[src/rtl/pxcorr_pkg.sv]
package pxcorr_pkg;
  localparam int unsigned NUM_CH       = 3;
  localparam int unsigned WORDS_PER_CH = 2;
  localparam int unsigned TRI_SLOTS    = NUM_CH * WORDS_PER_CH;
  localparam int unsigned SLOT_W       = $clog2(TRI_SLOTS);
  localparam int unsigned CH_W         = $clog2(NUM_CH);

  typedef logic [SLOT_W-1:0] slot_t;
  typedef logic [CH_W-1:0]   chan_t;

  typedef enum logic {
    MODE_TRI  = 1'b0,
    MODE_MONO = 1'b1
  } mode_e;

  typedef struct packed {
    logic  wr;
    chan_t ch;
    logic  is_ofs;
  } wsel_t;
endpackage

[src/rtl/pxcorr_rst_sync.sv]
module pxcorr_rst_sync #(
  parameter int unsigned STAGES = 2
) (
  input  logic clk,
  input  logic rst_n,
  output logic srst_n_o
);
  logic [STAGES-1:0] sync_q;
  logic [STAGES-1:0] sync_d;

  always_comb begin
    sync_d = {sync_q[STAGES-2:0], 1'b1};
  end

  always_ff @(posedge clk or negedge rst_n) begin
    if (!rst_n) sync_q <= '0;
    else        sync_q <= sync_d;
  end

  assign srst_n_o = sync_q[STAGES-1];
endmodule

[src/rtl/pxcorr_slot_ctr.sv]
module pxcorr_slot_ctr
  import pxcorr_pkg::*;
(
  input  logic  clk,
  input  logic  rst_n,
  input  logic  en_i,
  input  logic  sop_i,
  input  mode_e mode_i,
  output slot_t eff_slot_o,
  output logic  done_o
);
  localparam slot_t LAST_TRI = slot_t'(TRI_SLOTS - 1);

  slot_t slot_q, slot_d;
  logic  done_q, done_d;
  logic  last_w;

  // next-state logic
  always_comb begin
    eff_slot_o = sop_i ? '0 : slot_q;
    if (mode_i == MODE_MONO) last_w = (eff_slot_o != '0);
    else                     last_w = (eff_slot_o == LAST_TRI);
    slot_d = slot_q;
    if (en_i)       slot_d = last_w ? '0 : eff_slot_o + slot_t'(1);
    else if (sop_i) slot_d = '0;
    done_d = en_i & last_w;
  end

  // state registers
  always_ff @(posedge clk or negedge rst_n) begin
    if (!rst_n) begin
      slot_q <= '0;
      done_q <= 1'b0;
    end else begin
      slot_q <= slot_d;
      done_q <= done_d;
    end
  end

  assign done_o = done_q;
endmodule

[src/rtl/pxcorr_slot_dec.sv]
module pxcorr_slot_dec
  import pxcorr_pkg::*;
(
  input  logic  en_i,
  input  mode_e mode_i,
  input  chan_t chan_sel_i,
  input  slot_t eff_slot_i,
  output wsel_t wsel_o
);
  localparam chan_t TOP_CH = chan_t'(NUM_CH - 1);

  always_comb begin
    wsel_o.wr = en_i;
    if (mode_i == MODE_MONO) begin
      wsel_o.ch     = (chan_sel_i > TOP_CH) ? TOP_CH : chan_sel_i;
      wsel_o.is_ofs = (eff_slot_i != '0);
    end else begin
      wsel_o.ch     = chan_t'(eff_slot_i / slot_t'(WORDS_PER_CH));
      wsel_o.is_ofs = eff_slot_i[0];
    end
  end
endmodule

[src/rtl/pxcorr_reg_bank.sv]
module pxcorr_reg_bank
  import pxcorr_pkg::*;
#(
  parameter int unsigned DATA_W = 10
) (
  input  logic                           clk,
  input  logic                           rst_n,
  input  wsel_t                          wsel_i,
  input  logic [DATA_W-1:0]              word_i,
  output logic [NUM_CH-1:0][DATA_W-1:0]  gain_o,
  output logic [NUM_CH-1:0][DATA_W-1:0]  ofs_o
);
  logic [NUM_CH-1:0] ld_gain;
  logic [NUM_CH-1:0] ld_ofs;

  for (genvar c = 0; c < NUM_CH; c++) begin : g_ch
    logic [DATA_W-1:0] gain_q;
    logic [DATA_W-1:0] ofs_q;
    logic              hit;

    assign hit        = wsel_i.wr && (wsel_i.ch == chan_t'(c));
    assign ld_gain[c] = hit && !wsel_i.is_ofs;
    assign ld_ofs[c]  = hit &&  wsel_i.is_ofs;

    always_ff @(posedge clk or negedge rst_n) begin
      if (!rst_n)          gain_q <= '0;
      else if (ld_gain[c]) gain_q <= word_i;
    end

    always_ff @(posedge clk or negedge rst_n) begin
      if (!rst_n)         ofs_q <= '0;
      else if (ld_ofs[c]) ofs_q <= word_i;
    end

    assign gain_o[c] = gain_q;
    assign ofs_o[c]  = ofs_q;
  end
endmodule

[src/rtl/pxcorr_seq.sv]
module pxcorr_seq
  import pxcorr_pkg::*;
#(
  parameter int unsigned DATA_W = 10
) (
  input  logic              clk,
  input  logic              rst_n,
  input  logic              wr_en,
  input  logic              sop_i,
  input  logic              mono_i,
  input  logic [CH_W-1:0]   chan_sel_i,
  input  logic [DATA_W-1:0] word_i,
  output logic [DATA_W-1:0] r_gain_o,
  output logic [DATA_W-1:0] r_ofs_o,
  output logic [DATA_W-1:0] g_gain_o,
  output logic [DATA_W-1:0] g_ofs_o,
  output logic [DATA_W-1:0] b_gain_o,
  output logic [DATA_W-1:0] b_ofs_o,
  output logic              pix_done_o
);
  logic  srst_n;
  mode_e mode;
  slot_t eff_slot;
  wsel_t wsel;
  logic [NUM_CH-1:0][DATA_W-1:0] gain_q;
  logic [NUM_CH-1:0][DATA_W-1:0] ofs_q;

  assign mode = mono_i ? MODE_MONO : MODE_TRI;

  pxcorr_rst_sync #(.STAGES(2)) rst_sync_i (
    .clk      (clk),
    .rst_n    (rst_n),
    .srst_n_o (srst_n)
  );

  pxcorr_slot_ctr slot_ctr_i (
    .clk        (clk),
    .rst_n      (srst_n),
    .en_i       (wr_en),
    .sop_i      (sop_i),
    .mode_i     (mode),
    .eff_slot_o (eff_slot),
    .done_o     (pix_done_o)
  );

  pxcorr_slot_dec slot_dec_i (
    .en_i       (wr_en),
    .mode_i     (mode),
    .chan_sel_i (chan_sel_i),
    .eff_slot_i (eff_slot),
    .wsel_o     (wsel)
  );

  pxcorr_reg_bank #(.DATA_W(DATA_W)) reg_bank_i (
    .clk    (clk),
    .rst_n  (srst_n),
    .wsel_i (wsel),
    .word_i (word_i),
    .gain_o (gain_q),
    .ofs_o  (ofs_q)
  );

  assign r_gain_o = gain_q[0];
  assign r_ofs_o  = ofs_q[0];
  assign g_gain_o = gain_q[1];
  assign g_ofs_o  = ofs_q[1];
  assign b_gain_o = gain_q[2];
  assign b_ofs_o  = ofs_q[2];
endmodule

[config.mk]
export PLATFORM = sky130hd
export DESIGN_NAME = pxcorr_seq
export DESIGN_NICKNAME = d
export VERILOG_FILES = /design/src/rtl/pxcorr_pkg.sv /design/src/rtl/pxcorr_rst_sync.sv /design/src/rtl/pxcorr_slot_ctr.sv /design/src/rtl/pxcorr_slot_dec.sv /design/src/rtl/pxcorr_reg_bank.sv /design/src/rtl/pxcorr_seq.sv
export SDC_FILE = /design/constraint.sdc
export NUM_CORES = 1
export LEC_CHECK = 0
export CAP_MARGIN = 10
export CELL_PAD_IN_SITES_DETAIL_PLACEMENT = 0
export CELL_PAD_IN_SITES_GLOBAL_PLACEMENT = 1
export CORE_MARGIN = 1.5
export CORE_UTILIZATION = 41
export CTS_CLUSTER_DIAMETER = 120
export DETAILED_ROUTE_END_ITERATION = 12
export GPL_ROUTABILITY_DRIVEN = 1
export PLACE_DENSITY = 0.89
export SLEW_MARGIN = 30
export SYNTH_ARGS = -nofsm -noshare
export SYNTH_HDL_FRONTEND = slang
export SYNTH_SLANG_ARGS = --single-unit
[constraint.sdc]
create_clock -name clk -period 4.55 [get_ports clk]
set_clock_uncertainty 0.05 [all_clocks]
set_input_delay 0.455 -clock clk [delete_from_list [all_inputs] [get_ports clk]]
set_output_delay 0.455 -clock clk [all_outputs]
set_load 0.05 [all_outputs]
==> metrics.txt <==
leakage 1.61 nW; outcome completed; largest stage delay on the critical path 570 ps; Clock Path Buffers 2; grt ovf 0; Slew HR 0.530; share of the yosys chip area belonging to registers 0.605; Final Core Density 0.593; critical path type primary input to register; cts bufs inserted 9; post-route ant nets 0; fin area 3790 um^2; 1st-iter DRT viols 50; GRT Resource Usage Total 0.178; Syn Nets 183; Vias/cell 5.02; RePlAce Congestion 0.725; crit path cell chain clkdlybuf4s50_1, nand2b_1, ha_1, nand2b_1, o21a_1, nor2_2, mux2_2; RSZ-0062 raised after global routing no; first drt pass iteration count 4; Rows 29; Fmax 373 MHz; Synth cell types 33; HPWL after DPL 4030 um; Final nets 270; number of setup violations in the final report 0; Area growth syn-to-layout 38.7%; cts hold-fix bufs 0; clock-pin slew on the worst setup and hold paths 70 ps; Setup TNS 0 ps; placed inst area 3590 um^2; Die H 84.6 um; vias in the first global route 1817; Mapped Area 2730 um^2; Ant. Diodes 0; clock latency on the worst-skew pair 340 ps; Post-Syn Instances 164; Vias 1672; Hold WC Path Type primary input to asynchronous set/reset pin; # fillers 525; Die Area 7160 um^2; min cycle time layout 2680 ps; CP max stage cell clkdlybuf4s50_1; final slew viol count 0; Buffers on Ports 77; CTS tree yes; CP Data Required Time 4720 ps; post-cts sizing count 0; largest net degree at the start of global routing 35; Data arrival, critical path 2850 ps; routed wire length 6000 um; worst vdd ir 0.000430 V; Initial Utilization 0.428; DIE WIDTH 84.6 um; startpoint types primary input; final hold vios 0; Tightest Pin Transition 705 ps; Root Driver clkbuf_8; Sink Count 66; DRC viols 0; Synth Area per Inst 16.6 um^2; share of layout cells above drive strength 1 0.336; Worst setup EP type register; critical path peak fanout 10; Hold WS 226 ps; H-tree levels 3; CORE AREA 6390 um^2; CP dominant cell by count nand2b_1; Power Density 736 nW/um^2; Synth Warn # 0; period utilization 0.590; post-DR wirelength/cell 18.0 um; MaxCap Viol Count 0; first-pass GRT wire length 9610 um; #FFs+latches synth 66; post-layout total power 2.79 mW; IO Pins 78; initial antenna violation count 0; post-CTS setup buffer count 0
cell usage after synthesis:
cell	instances	share of area
nor3b_1	1	0.0028
xor2_1	1	0.0032
nor4b_1	1	0.0032
mux2_2	39	0.16
dfrtp_1	66	0.60
inv_1	1	0.0014
nor2_2	3	0.0069
nor2b_1	1	0.0023
nor2_4	1	0.0041
and2_1	1	0.0023
xnor2_1	1	0.0032
o21ai_0	2	0.0037
o21a_1	1	0.0028
or3b_4	1	0.0041
nand4bb_4	1	0.010
nand2b_1	3	0.0069
nand3_1	1	0.0018
mux2_1	1	0.0041
nor2_8	2	0.015
mux2_4	20	0.11
ha_1	2	0.0092
conb_1	1	0.0014
nor2_1	3	0.0041
mux2i_1	1	0.0037
a211o_4	1	0.0064
buf_2	1	0.0018
a21oi_1	1	0.0018
o21ai_2	1	0.0032
nor3_1	1	0.0018
a21bo_2	1	0.0037
a21boi_0	1	0.0028
nand3b_1	1	0.0028
buf_6	1	0.0041
registers in the layout (all words and copies together), names as in the netlist:
register and count:
reg_bank_i.g_ch.ofs_q 30, slot_ctr_i.done_o 1, reg_bank_i.g_ch.gain_q 30, rst_sync_i.sync_q 2, slot_ctr_i.slot_q 3
report_power, final:
group | switching (mW) | leakage [nW] | internal [mW] | total, mW
combinational | 0.878 | 0.715 | 0.522 | 1.40
clock | 0.218 | 0.0966 | 0.268 | 0.486
sequential | 0.116 | 0.801 | 0.784 | 0.900
cell type report:
class / count / area, um^2 / area share
Clock inverter: 4 / 51.3 / 0.0135
Sequential cell: 66 / 1650 / 0.437
Inverter: 1 / 3.75 / 0.000991
Tap cell: 77 / 96.3 / 0.0254
Clock buffer: 12 / 145 / 0.0383
Multi-Input combinational cell: 95 / 1060 / 0.280
Timing Repair Buffer: 78 / 778 / 0.206
cells by family after synthesis:
group                    Yosys count  share of synthesized area
AO/OA/AOI/OAI                      8                     0.0243
XOR/XNOR                           2                    0.00642
adder cells (fa/ha/maj)            2                    0.00916
buffers and inverters              3                    0.00733
flip-flops                        66                      0.605
multiplexers                      61                      0.279
other                              1                    0.00137
AND/OR/NAND/NOR                   21                     0.0678
per-stage QoR:
stage	setup slack, ps	instances
detailed placement	1520	317
finish	1870	333
CTS	1880	333
floorplan	2340	164
global route	1720	333
global placement	1600	317
worst paths after layout:
path	startpoint	endpoint	slack (ps)	cells after the start
worst max register to register	slot_ctr_i.slot_q[1]	reg_bank_i.g_ch[2].ofs_q[9]	2300	6
max in group asynchronous	rst_sync_i.sync_q[1]	reg_bank_i.g_ch[1].ofs_q[8]	3310	1
worst max-delay path	sop_i	reg_bank_i.g_ch[2].ofs_q[9]	1870	7
min in group clk	rst_sync_i.sync_q[0]	rst_sync_i.sync_q[1]	300	0
worst min register to register	rst_sync_i.sync_q[1]	reg_bank_i.g_ch[1].gain_q[7]	260	0
worst min-delay path	rst_n	rst_sync_i.sync_q[1]	230	1
routing by layer:
metal	vias up	global-route usage	routed length [um]
met3	8	0.0698	399
met4	0	0.0587	104
met1	851	0.227	2680
li1	762	-	-
met2	51	0.281	2820
met5	-	0	0
critical path: cells and delay by family:
family	cells	cell delay (ps)
buffers and inverters	1	570
AND/OR/NAND/NOR	3	970
adder cells (fa/ha/maj)	1	210
multiplexers	1	400
AO/OA/AOI/OAI	1	240
placed cells by master, fill, tap and decap left out, types with 2 or more instances in the layout:
cell type	netlist	routed
o21ai_0	2	2
ha_1	2	2
nor2_2	3	3
clkbuf_8	0	10
clkdlybuf4s50_1	0	77
mux2_2	39	39
nor2_8	2	2
clkbuf_1	0	2
mux2_4	20	20
nor2_1	3	3
dfrtp_1	66	65
nand2b_1	3	3
Note: power is estimated with default switching activity, not from simulation.
